[config.mk]
export PLATFORM = sky130hd
export DESIGN_NAME = wuc_timer
export DESIGN_NICKNAME = d
export VERILOG_FILES = /design/src/rtl/wuc_pkg.sv /design/src/rtl/wuc_regs.sv /design/src/rtl/wuc_prescaler.sv /design/src/rtl/wuc_seq.sv /design/src/rtl/wuc_timer.sv
export SDC_FILE = /design/constraint.sdc
export NUM_CORES = 1
export LEC_CHECK = 0
export BUFFER_PORTS_ARGS = -buffer_cell sky130_fd_sc_hd__buf_2
export CORE_MARGIN = 2
export CORE_UTILIZATION = 53
export DETAILED_ROUTE_END_ITERATION = 16
export GPL_TIMING_DRIVEN = 0
export PLACE_DENSITY = 0.78
export SYNTH_ARGS = -nofsm -noshare
export SYNTH_HDL_FRONTEND = slang
export SYNTH_SLANG_ARGS = --single-unit
export TNS_END_PERCENT = 20
[constraint.sdc]
create_clock -name clk -period 2.1 [get_ports clk]
set_input_delay 0.105 -clock clk [delete_from_list [all_inputs] [get_ports clk]]
set_output_delay 0.105 -clock clk [all_outputs]
set_load 0.005 [all_outputs]
[src/rtl/wuc_pkg.sv]
// Package: shared register layout and helpers for the warm-up timer.
// Assumes a byte-wide register bus and a 2-bit prescale code.
package wuc_pkg;

    localparam int CODE_W   = 2;
    localparam int PRE_W    = 3;              // holds ratio-1 up to 7
    localparam int CLR_BIT  = 7;
    localparam int CODE_LSB = 2;
    localparam int SRC_BIT  = 1;

    // Working settings captured at each start request
    typedef struct packed {
        logic              src_slow;
        logic [CODE_W-1:0] div_code;
    } wuc_cfg_t;

    // Last prescaler value for a given code (ratio minus one)
    function automatic logic [PRE_W-1:0] div_last(input logic [CODE_W-1:0] code);
        logic [PRE_W:0] ratio;
        ratio = (PRE_W+1)'(1) << code;
        return PRE_W'(ratio - 1'b1);
    endfunction

endpackage

[src/rtl/wuc_regs.sv]
// Module: control and length registers with fixed read-back bits.
// Assumes a single write port and a combinational read mux.
module wuc_regs
    import wuc_pkg::*;
#(
    parameter int DATA_W = 8
) (
    input  logic              clk,
    input  logic              rst_n,
    input  logic              wr_en,
    input  logic              wr_addr,
    input  logic [DATA_W-1:0] wr_data,
    input  logic              rd_addr,
    output logic [DATA_W-1:0] rd_data,
    output wuc_cfg_t          cfg,
    output logic [DATA_W-1:0] wtime,
    output logic              clr_cmd
);

    logic [DATA_W-1:0] ctrl_view;

    // Store source select, prescale code and length
    always_ff @(posedge clk) begin
        if (!rst_n) begin
            cfg.src_slow <= 1'b1;
            cfg.div_code <= 2'b01;
            wtime        <= '0;
        end else if (wr_en) begin
            if (wr_addr == 1'b0) begin
                cfg.src_slow <= wr_data[SRC_BIT];
                cfg.div_code <= wr_data[CODE_LSB +: CODE_W];
            end else begin
                wtime <= wr_data;
            end
        end
    end

    // Clear-and-stop is a pulse, never stored
    always_comb clr_cmd = wr_en && (wr_addr == 1'b0) && wr_data[CLR_BIT];

    // Build the control view with fixed bits
    always_comb begin
        ctrl_view                        = '0;
        ctrl_view[0]                     = 1'b1;
        ctrl_view[SRC_BIT]               = cfg.src_slow;
        ctrl_view[CODE_LSB +: CODE_W]    = cfg.div_code;
    end

    // Read mux
    always_comb rd_data = rd_addr ? wtime : ctrl_view;

endmodule

[src/rtl/wuc_prescaler.sv]
// Module: divides the selected source strobe by 1, 2, 4 or 8.
// Assumes restart has priority and the code is stable during a run.
module wuc_prescaler
    import wuc_pkg::*;
(
    input  logic              clk,
    input  logic              rst_n,
    input  logic              restart,
    input  logic              run,
    input  logic              stb,
    input  logic [CODE_W-1:0] code,
    output logic              tick
);

    logic [PRE_W-1:0] pre_q;
    logic             hit;

    // Detect the final strobe of a prescale period
    always_comb hit  = (pre_q == div_last(code));
    always_comb tick = run && stb && hit;

    // Advance the prescaler on each selected strobe
    always_ff @(posedge clk) begin
        if (!rst_n || restart) begin
            pre_q <= '0;
        end else if (run && stb) begin
            pre_q <= hit ? '0 : pre_q + 1'b1;
        end
    end

endmodule

[src/rtl/wuc_seq.sv]
// Module: run control, working-setting capture and tick counter.
// Assumes clear has priority over start in the same cycle.
module wuc_seq
    import wuc_pkg::*;
#(
    parameter int DATA_W = 8
) (
    input  logic              clk,
    input  logic              rst_n,
    input  logic              start,
    input  logic              clr,
    input  logic              tick,
    input  wuc_cfg_t          cfg,
    input  logic [DATA_W-1:0] wtime,
    output wuc_cfg_t          act_cfg,
    output logic              running,
    output logic              done,
    output logic [DATA_W-1:0] cnt
);

    logic [DATA_W-1:0] lim_q;

    // Sequence start, count, finish and clear
    always_ff @(posedge clk) begin
        if (!rst_n) begin
            act_cfg <= '0;
            lim_q   <= '0;
            running <= 1'b0;
            done    <= 1'b0;
            cnt     <= '0;
        end else begin
            done <= 1'b0;
            if (clr) begin
                running <= 1'b0;
                cnt     <= '0;
            end else if (start) begin
                act_cfg <= cfg;
                lim_q   <= wtime;
                running <= 1'b1;
                cnt     <= '0;
            end else if (running) begin
                if (cnt == lim_q) begin
                    done    <= 1'b1;
                    running <= 1'b0;
                end else if (tick) begin
                    cnt <= cnt + 1'b1;
                end
            end
        end
    end

endmodule

[src/rtl/wuc_timer.sv]
// Module: top of the oscillator warm-up timer.
// Assumes source strobes are synchronous one-cycle enables.
module wuc_timer
    import wuc_pkg::*;
#(
    parameter int DATA_W = 8
) (
    input  logic              clk,
    input  logic              rst_n,
    input  logic              wr_en,
    input  logic              wr_addr,
    input  logic [DATA_W-1:0] wr_data,
    input  logic              rd_addr,
    output logic [DATA_W-1:0] rd_data,
    input  logic              start,
    input  logic              fast_stb,
    input  logic              slow_stb,
    output logic              busy,
    output logic              done,
    output logic [DATA_W-1:0] count
);

    wuc_cfg_t          cfg;
    wuc_cfg_t          act_cfg;
    logic [DATA_W-1:0] wtime;
    logic              clr_cmd;
    logic              sel_stb;
    logic              tick;

    wuc_regs #(.DATA_W(DATA_W)) u_regs (
        .clk(clk), .rst_n(rst_n), .wr_en(wr_en), .wr_addr(wr_addr),
        .wr_data(wr_data), .rd_addr(rd_addr), .rd_data(rd_data),
        .cfg(cfg), .wtime(wtime), .clr_cmd(clr_cmd)
    );

    // Pick the working source strobe
    always_comb sel_stb = act_cfg.src_slow ? slow_stb : fast_stb;

    wuc_prescaler u_pre (
        .clk(clk), .rst_n(rst_n), .restart(start || clr_cmd), .run(busy),
        .stb(sel_stb), .code(act_cfg.div_code), .tick(tick)
    );

    wuc_seq #(.DATA_W(DATA_W)) u_seq (
        .clk(clk), .rst_n(rst_n), .start(start), .clr(clr_cmd), .tick(tick),
        .cfg(cfg), .wtime(wtime), .act_cfg(act_cfg), .running(busy),
        .done(done), .cnt(count)
    );

endmodule

==> summary.txt, run 1 <==
Run status = completed
Clk sink count = 35
Final sum of negative setup slack = 0 ns
Maximum achievable frequency = 525.1 MHz
Total power divided by cell area = 618.4 nW/um2
Yosys cell types = 31
Yosys synthesis warning count = 0
Number of DRC markers after the initial detailed-route iteration = 88
Gate count after technology mapping = 189
Setup bufs post-CTS = 0
Area growth, synth to finish = 16.98%
Sequential share of the synthesized area = 0.4246
Top_reg_cell synth = dfxtp_1
Final setup viols = 0
Slew at the pin with the worst max-slew slack = 0.4087 ns
DRC Markers = 0
Adder and majority gate portion of the synthesized area = 0.01516
Vias = 1478
Global-route congestion overflow total = 0
Pin count of the biggest net entering global routing = 12
Vias per inst = 5.577
Utilization after layout = 0.6429
Site Rows = 20
Critical path's slowest cell = or3_4
Overall routed net length = 3433 um
Top cell family by delay on the critical path = compound AO/OA/AOI/OAI gates
Effective utilization at floorplan = 0.5496
CTS tree = yes
Overall die height = 59.80 um
Core box area = 3003 um2
Ranking of synthesized cells by area = dfxtp_1 42%, a21boi_0 8.6%, nand3_1 7.6%
Clock-pin slew reported for the worst setup and hold paths after clock tree synthesis = 0.10 ns
Average wire length per cell after detail routing = 12.95 um
Post-route clock skew = 0.006075 ns
Most common library cells after synthesis = 35 x dfxtp_1, 29 x nand2_1, 25 x nand3_1
Post-Place Cell Area = 1857 um2
Dominant combinational cell family by area after synthesis = simple AND/OR/NAND/NOR gates
Die Span X = 59.80 um
Area share of the leading cell type in the synthesized netlist = 0.4246
Most common cell in the synthesized netlist = dfxtp_1
RSZ-0062 raised after global routing = no
Endpoint required time on the critical path = 2.32 ns
Post-synthesis compound-gate area fraction = 0.1683
Buffers and inverters on the worst path = 1
Worst-case vdd ir drop = 0.4422 mV
Post-layout min period = 1.904 ns
Number of cells on the worst hold path = 3
Final number of max-transition violations = 0
CTS Root Cell = clkbuf_4
Synthesized Nets = 207
Crit Path Class = reg -> reg
First-pass GRT wire length = 5906 um
Kind of capture point of the worst setup path = flip-flop
Share of synthesized cell area in and, or, nand and nor gates = 0.2623
Global placer's final weighted congestion = 0.8426
Max stage delay on crit path = 0.40 ns
Arrival time at the worst endpoint = 2.12 ns
Number of optimization iterations in the first detailed-route pass = 4
Antenna viol nets, final = 0
Biggest area consumer among synthesized cells = dfxtp_1
Lkg Pwr = 0.8248 nW
Register-to-register setup slack = 0.20 ns
TritonCTS Buffers = 5
Boundary pin count = 34
FF+latch count, synth = 35
H-tree levels = 2
Number of cells on the critical path = 6
Number of max-capacitance violations reported = 0
Syn Area/Cell = 8.732 um2
Crit Path Max Fanout = 10
Maximum buffer depth of the clock tree = 2
Share of cells above drive strength 1 = 0.2112
EDFF count, synth = 0
Worst skew pair latency = 0.33 ns
Total Nets Final = 249
Min-Delay Path Class = in -> reg
Number of input and output port buffers inserted = 33
Hold Fails Final Rpt = 0
Min-Delay Startpoint = wr_data[6]
Chain of cells forming the critical path = or3_4, o32ai_2, o21ai_2, clkbuf_1, o31ai_1, a21oi_1
Antenna violations before repair = 0
Post-synthesis mux area share = 0.05080
Post-synthesis xor/xnor area fraction = 0.05307
Slew Limit Headroom = 0.7275
DIE AREA = 3576 um2
Period Utilization, post-route = 0.9069
Final instance area = 1931 um2
Reg2reg end = u_seq.cnt[5]
Ys async rst share = 0
Count of inserted antenna diode cells = 0
Global-route usage over all layers = 0.2204
Smallest hold slack = 0.02301 ns
Overall power of the completed layout = 1.194 mW
Worst Hold Path EP = u_regs.wtime[6]
CP Launch Type = flip-flop
Final HPWL from detailed placement = 2549 um
Via count of the first global-routing pass = 1345
Synthesized area = 1650 um2
Register-to-Register Path Depth = 6
Beginning of the worst register-to-register path = u_pre.pre_q[1]
per-stage QoR:
step	setup WS (ns)	std cells
6_report	0.1956	265
5_1_grt	0.04928	265
4_1_cts	0.09544	265
3_5_place_dp	0.1374	255
3_3_place_gp	0.1711	255
2_1_floorplan	0.3732	189
worst reg2reg max path, cell delays in order, from the launching register on:
cell and delay [ns]:
dfxtp_1 0.37, or3_4 0.40, o32ai_2 0.25, o21ai_2 0.15, clkbuf_1 0.24, o31ai_1 0.29
a21oi_1 0.09
registers in the layout, summed over array words and instances, names as in the netlist:
name / flops
u_seq.lim_q: 8
u_seq.cnt: 8
u_seq.act_cfg: 3
u_seq.done: 1
u_pre.pre_q: 3
u_regs.cfg: 3
u_regs.wtime: 8
u_seq.running: 1
layout by cell type (no fill, tap or decap), drive strengths merged:
cell type / netlist / final
dfxtp: 35 / 35
buf: 1 / 34
nand2: 29 / 29
nand3: 25 / 25
a21boi: 19 / 19
clkbuf: 9 / 14
xor2: 9 / 9
a21oi: 9 / 9
o31ai: 7 / 7
or4: 6 / 6
and2: 5 / 5
mux2i: 5 / 5
nor2: 4 / 4
mux2: 3 / 3
and3: 3 / 3
clkinv: 0 / 3
nand2b: 2 / 2
nand3b: 2 / 2
nor4: 2 / 2
ha: 2 / 2
dlygate4sd3: 0 / 2
or3: 2 / 2
o21ai: 2 / 2
nor2b: 1 / 1
and2b: 1 / 1
nand4b: 1 / 1
o32ai: 1 / 1
and3b: 1 / 1
inv: 1 / 1
o211ai: 1 / 1
xnor2: 1 / 1
cell families after synthesis:
group                    count (synthesis)
multiplexers                             8
AO/OA/AOI/OAI                           39
buffers and inverters                   11
flip-flops                              35
XOR/XNOR                                10
adder cells (fa/ha/maj)                  2
AND/OR/NAND/NOR                         84
routing by layer:
| layer | global-route usage | up-vias | part of all wire |
|---|---|---|---|
| met3 | 0.07143 | 5 | 0.040 |
| met2 | 0.3742 | 36 | 0.50 |
| met1 | 0.2634 | 677 | 0.45 |
| met5 | 0 | - | 0 |
| li1 | - | 760 | - |
| met4 | 0.06667 | 0 | 0.010 |
worst max-delay path by stage:
stage                              start  slack (ns)      endpoint
after floorplan           u_pre.pre_q[1]        0.37  u_seq.cnt[3]
after global placement      u_seq.cnt[1]        0.17  u_seq.cnt[7]
after detailed placement    u_seq.cnt[1]        0.14  u_seq.cnt[6]
after CTS                   u_seq.cnt[1]         0.1  u_seq.cnt[6]
after global routing        u_seq.cnt[3]        0.05  u_seq.cnt[6]
final                     u_pre.pre_q[1]        0.20  u_seq.cnt[5]
area by class of cell:
cell class / instances / area (um2)
clock inverters: 3 / 15.01
multi-input cells: 143 / 907.1
clock buffers: 5 / 37.54
repair buffers: 35 / 185.2
fillers: 294 / 1072
well taps: 33 / 41.29
inverters: 1 / 3.754
plain buffers: 10 / 40.04
flip-flops and latches: 35 / 700.7
report_power, final:
part	total [mW]	internal [mW]	switching, mW
Sequential	0.699	0.683	0.0162
Clock	0.352	0.125	0.228
Combinational	0.142	0.0636	0.0788
timing repair:
action / CTS / global route
gates resized for setup: 0 / 2
endpoints found under the setup margin: 0 / 9
hold buffers: 2 / 0
endpoints found under the hold margin: 2 / 0
Power figures use the tool's default switching activity.
==> run 2, diff against run 1 <==
- clock period: 2.1 -> 1.8 ns (I/O delays scaled with it)
==> run 2 against run 1 <==
Effect of this change: cell count rose by 1.5%; design area increased by 7.8%; worst hold slack got worse by 0.012 ns; core utilization is 5.0 points higher; total power increased by 19%; non-clock buffer count is 4 higher; first-iteration DRC count fell by 14%; register-to-register slack got worse by 0.18 ns; via count grew 2.2%; count of clock-buffer cells in the layout unchanged; critical endpoint is now u_seq.cnt[2]; highest routed layer unchanged.
==> summary.txt, run 2 (synthesis gave the netlist of run 1 again) <==
Run status = completed
Overall die height = 59.80 um
Vias per inst = 5.613
Register-to-register setup slack = 0.01 ns
DRC Markers = 0
Period Utilization, post-route = 0.9934
Max stage delay on crit path = 0.49 ns
Arrival time at the worst endpoint = 2.06 ns
Final setup viols = 0
Via count of the first global-routing pass = 1404
TritonCTS Buffers = 5
Die Span X = 59.80 um
Slew Limit Headroom = 0.7297
Count of inserted antenna diode cells = 0
Commonest non-fill, non-tap cell in the layout = buf_2
Top cell family by delay on the critical path = simple AND/OR/NAND/NOR gates
Clock-pin slew reported for the worst setup and hold paths after clock tree synthesis = 0.11 ns
Boundary pin count = 34
Worst setup timing slack at the placement stage = -0.1626 ns
Maximum achievable frequency = 559.2 MHz
Endpoint required time on the critical path = 2.07 ns
Number of input and output port buffers inserted = 33
Average wire length per cell after detail routing = 13.83 um
Lkg Pwr = 0.8725 nW
Buffers and inverters on the worst path = 0
Area taken by flip-flops and latches = 713.2 um2
Effective utilization at floorplan = 0.5496
Clk sink count = 35
Overall routed net length = 3719 um
Maximum buffer depth of the clock tree = 2
Total power divided by cell area = 682.8 nW/um2
Highest-count cells in the layout ignoring fill and taps = 34 x buf_2, 29 x nand2_1, 25 x nand3_1, 25 x dfxtp_1, 19 x a21boi_0
Number of optimization iterations in the first detailed-route pass = 4
Final Non-Filler Cells = 269
Relative contribution of sequential cells to total power = 0.574
Slew at the pin with the worst max-slew slack = 0.4055 ns
Min-Delay Path Class = in -> reg
Crit Path Max Fanout = 8
Share of cells above drive strength 1 = 0.3263
Final number of max-transition violations = 0
Reported net switching power = 0.3898 mW
Final setup slack of the worst path = 0.01182 ns
DIE AREA = 3576 um2
Total Nets Final = 253
Global placer's final weighted congestion = 0.8426
Critical path's slowest cell = or4_4
Kind of capture point of the worst setup path = flip-flop
Part of the total power dissipated in the clock network = 0.288
First-pass GRT wire length = 6154 um
Vias = 1510
Post-route clock skew = 0.005670 ns
Total of fill cells in the finished design = 271
Utilization after layout = 0.6933
Overall power of the completed layout = 1.422 mW
Area growth, synth to finish = 26.16%
CTS Root Cell = clkbuf_4
Antenna violations before repair = 0
Pin count of the biggest net entering global routing = 12
Combinational Power Share = 0.137
Crit Path Class = reg -> reg
CTS tree = yes
Global-route usage over all layers = 0.2303
Antenna viol nets, final = 0
Number of max-capacitance violations reported = 0
Global-route congestion overflow total = 0
Core box area = 3003 um2
Placed cell count = 255
CP Launch Type = flip-flop
Worst-case vdd ir drop = 0.5151 mV
H-tree levels = 2
RSZ-0062 raised after global routing = yes
Final HPWL from detailed placement = 2549 um
Biggest registers after layout = u_regs.wtime (8), u_seq.cnt (8), u_seq.lim_q (8)
Multi-input gate area in the final layout = 996.0 um2
Post-layout min period = 1.788 ns
Worst skew pair latency = 0.33 ns
Internal power contribution = 1.032 mW
Hold Fails Final Rpt = 0
Final sum of negative setup slack = 0 ns
Site Rows = 20
Sw Ratio = 0.2742
Chain of cells forming the critical path = or3_4, o32ai_4, o21ai_4, or4_4, a21oi_2
Number of DRC markers after the initial detailed-route iteration = 76
run 2: cell types whose count changed in the layout (fill, tap and decap cells not counted), moves of 2 or more:
cell,change
or4_1,-2
buf_6,+2
dfxtp_2,+10
a21oi_2,+3
buf_4,+3
or4_4,+2
a21oi_1,-3
nor4_1,-2
o31ai_2,+5
dfxtp_1,-10
nor4_2,+2
o31ai_1,-6
run 2: final timing paths:
check | from | endpoint | depth (start not counted)
setup reg to reg | u_pre.pre_q[1] | u_seq.cnt[2] | 5
hold / removal | wr_data[6] | u_regs.wtime[6] | 3
setup / recovery | u_pre.pre_q[1] | u_seq.cnt[2] | 5
hold reg to reg | u_seq.lim_q[5] | u_seq.lim_q[5] | 2
run 2: cell type report:
cell class | count | share of cell area
multi-input cells | 143 | 0.4784
flip-flops and latches | 35 | 0.3425
repair buffers | 39 | 0.1052
plain buffers | 10 | 0.02704
well taps | 33 | 0.01983
clock buffers | 5 | 0.01803
clock inverters | 3 | 0.007212
inverters | 1 | 0.001803
run 2: layer usage:
layer,vias to the layer above,track usage,wire (um)
met2,41,0.4006,1922
met5,-,0,0
li1,769,-,-
met3,2,0.07143,162
met4,0,0.07302,18
met1,698,0.2674,1616
run 2: power by group through the flow:
stage                     registers, mW  logic, mW  clock network [mW]
after floorplan                   0.828      0.106                   0
after global placement            0.833      0.160                   0
after detailed placement          0.833      0.162                   0
after CTS                         0.816      0.185               0.419
after global routing              0.819      0.217               0.462
final                             0.816      0.195               0.410
run 2: repair_timing:
action	CTS	global route
gates cloned	0	0
resized for setup	19	15
hold buffers	2	0
pin swaps	20	6
endpoints found under the hold margin	2	0
setup buffers	3	1
endpoints found under the setup margin	9	9
run 2: worst reg2reg max path, stage by stage (launching register included):
cell	delay [ns]
dfxtp_2	0.33
or3_4	0.40
o32ai_4	0.26
o21ai_4	0.13
or4_4	0.49
a21oi_2	0.12
run 2: per-stage QoR:
step	cell area (um2)	hold WS, ns
finish	2082	0.01080
global placement	1857	0.3222
global route	2082	0.005340
CTS	2036	0.003685
detailed placement	1857	0.3227
floorplan	1650	0.2151
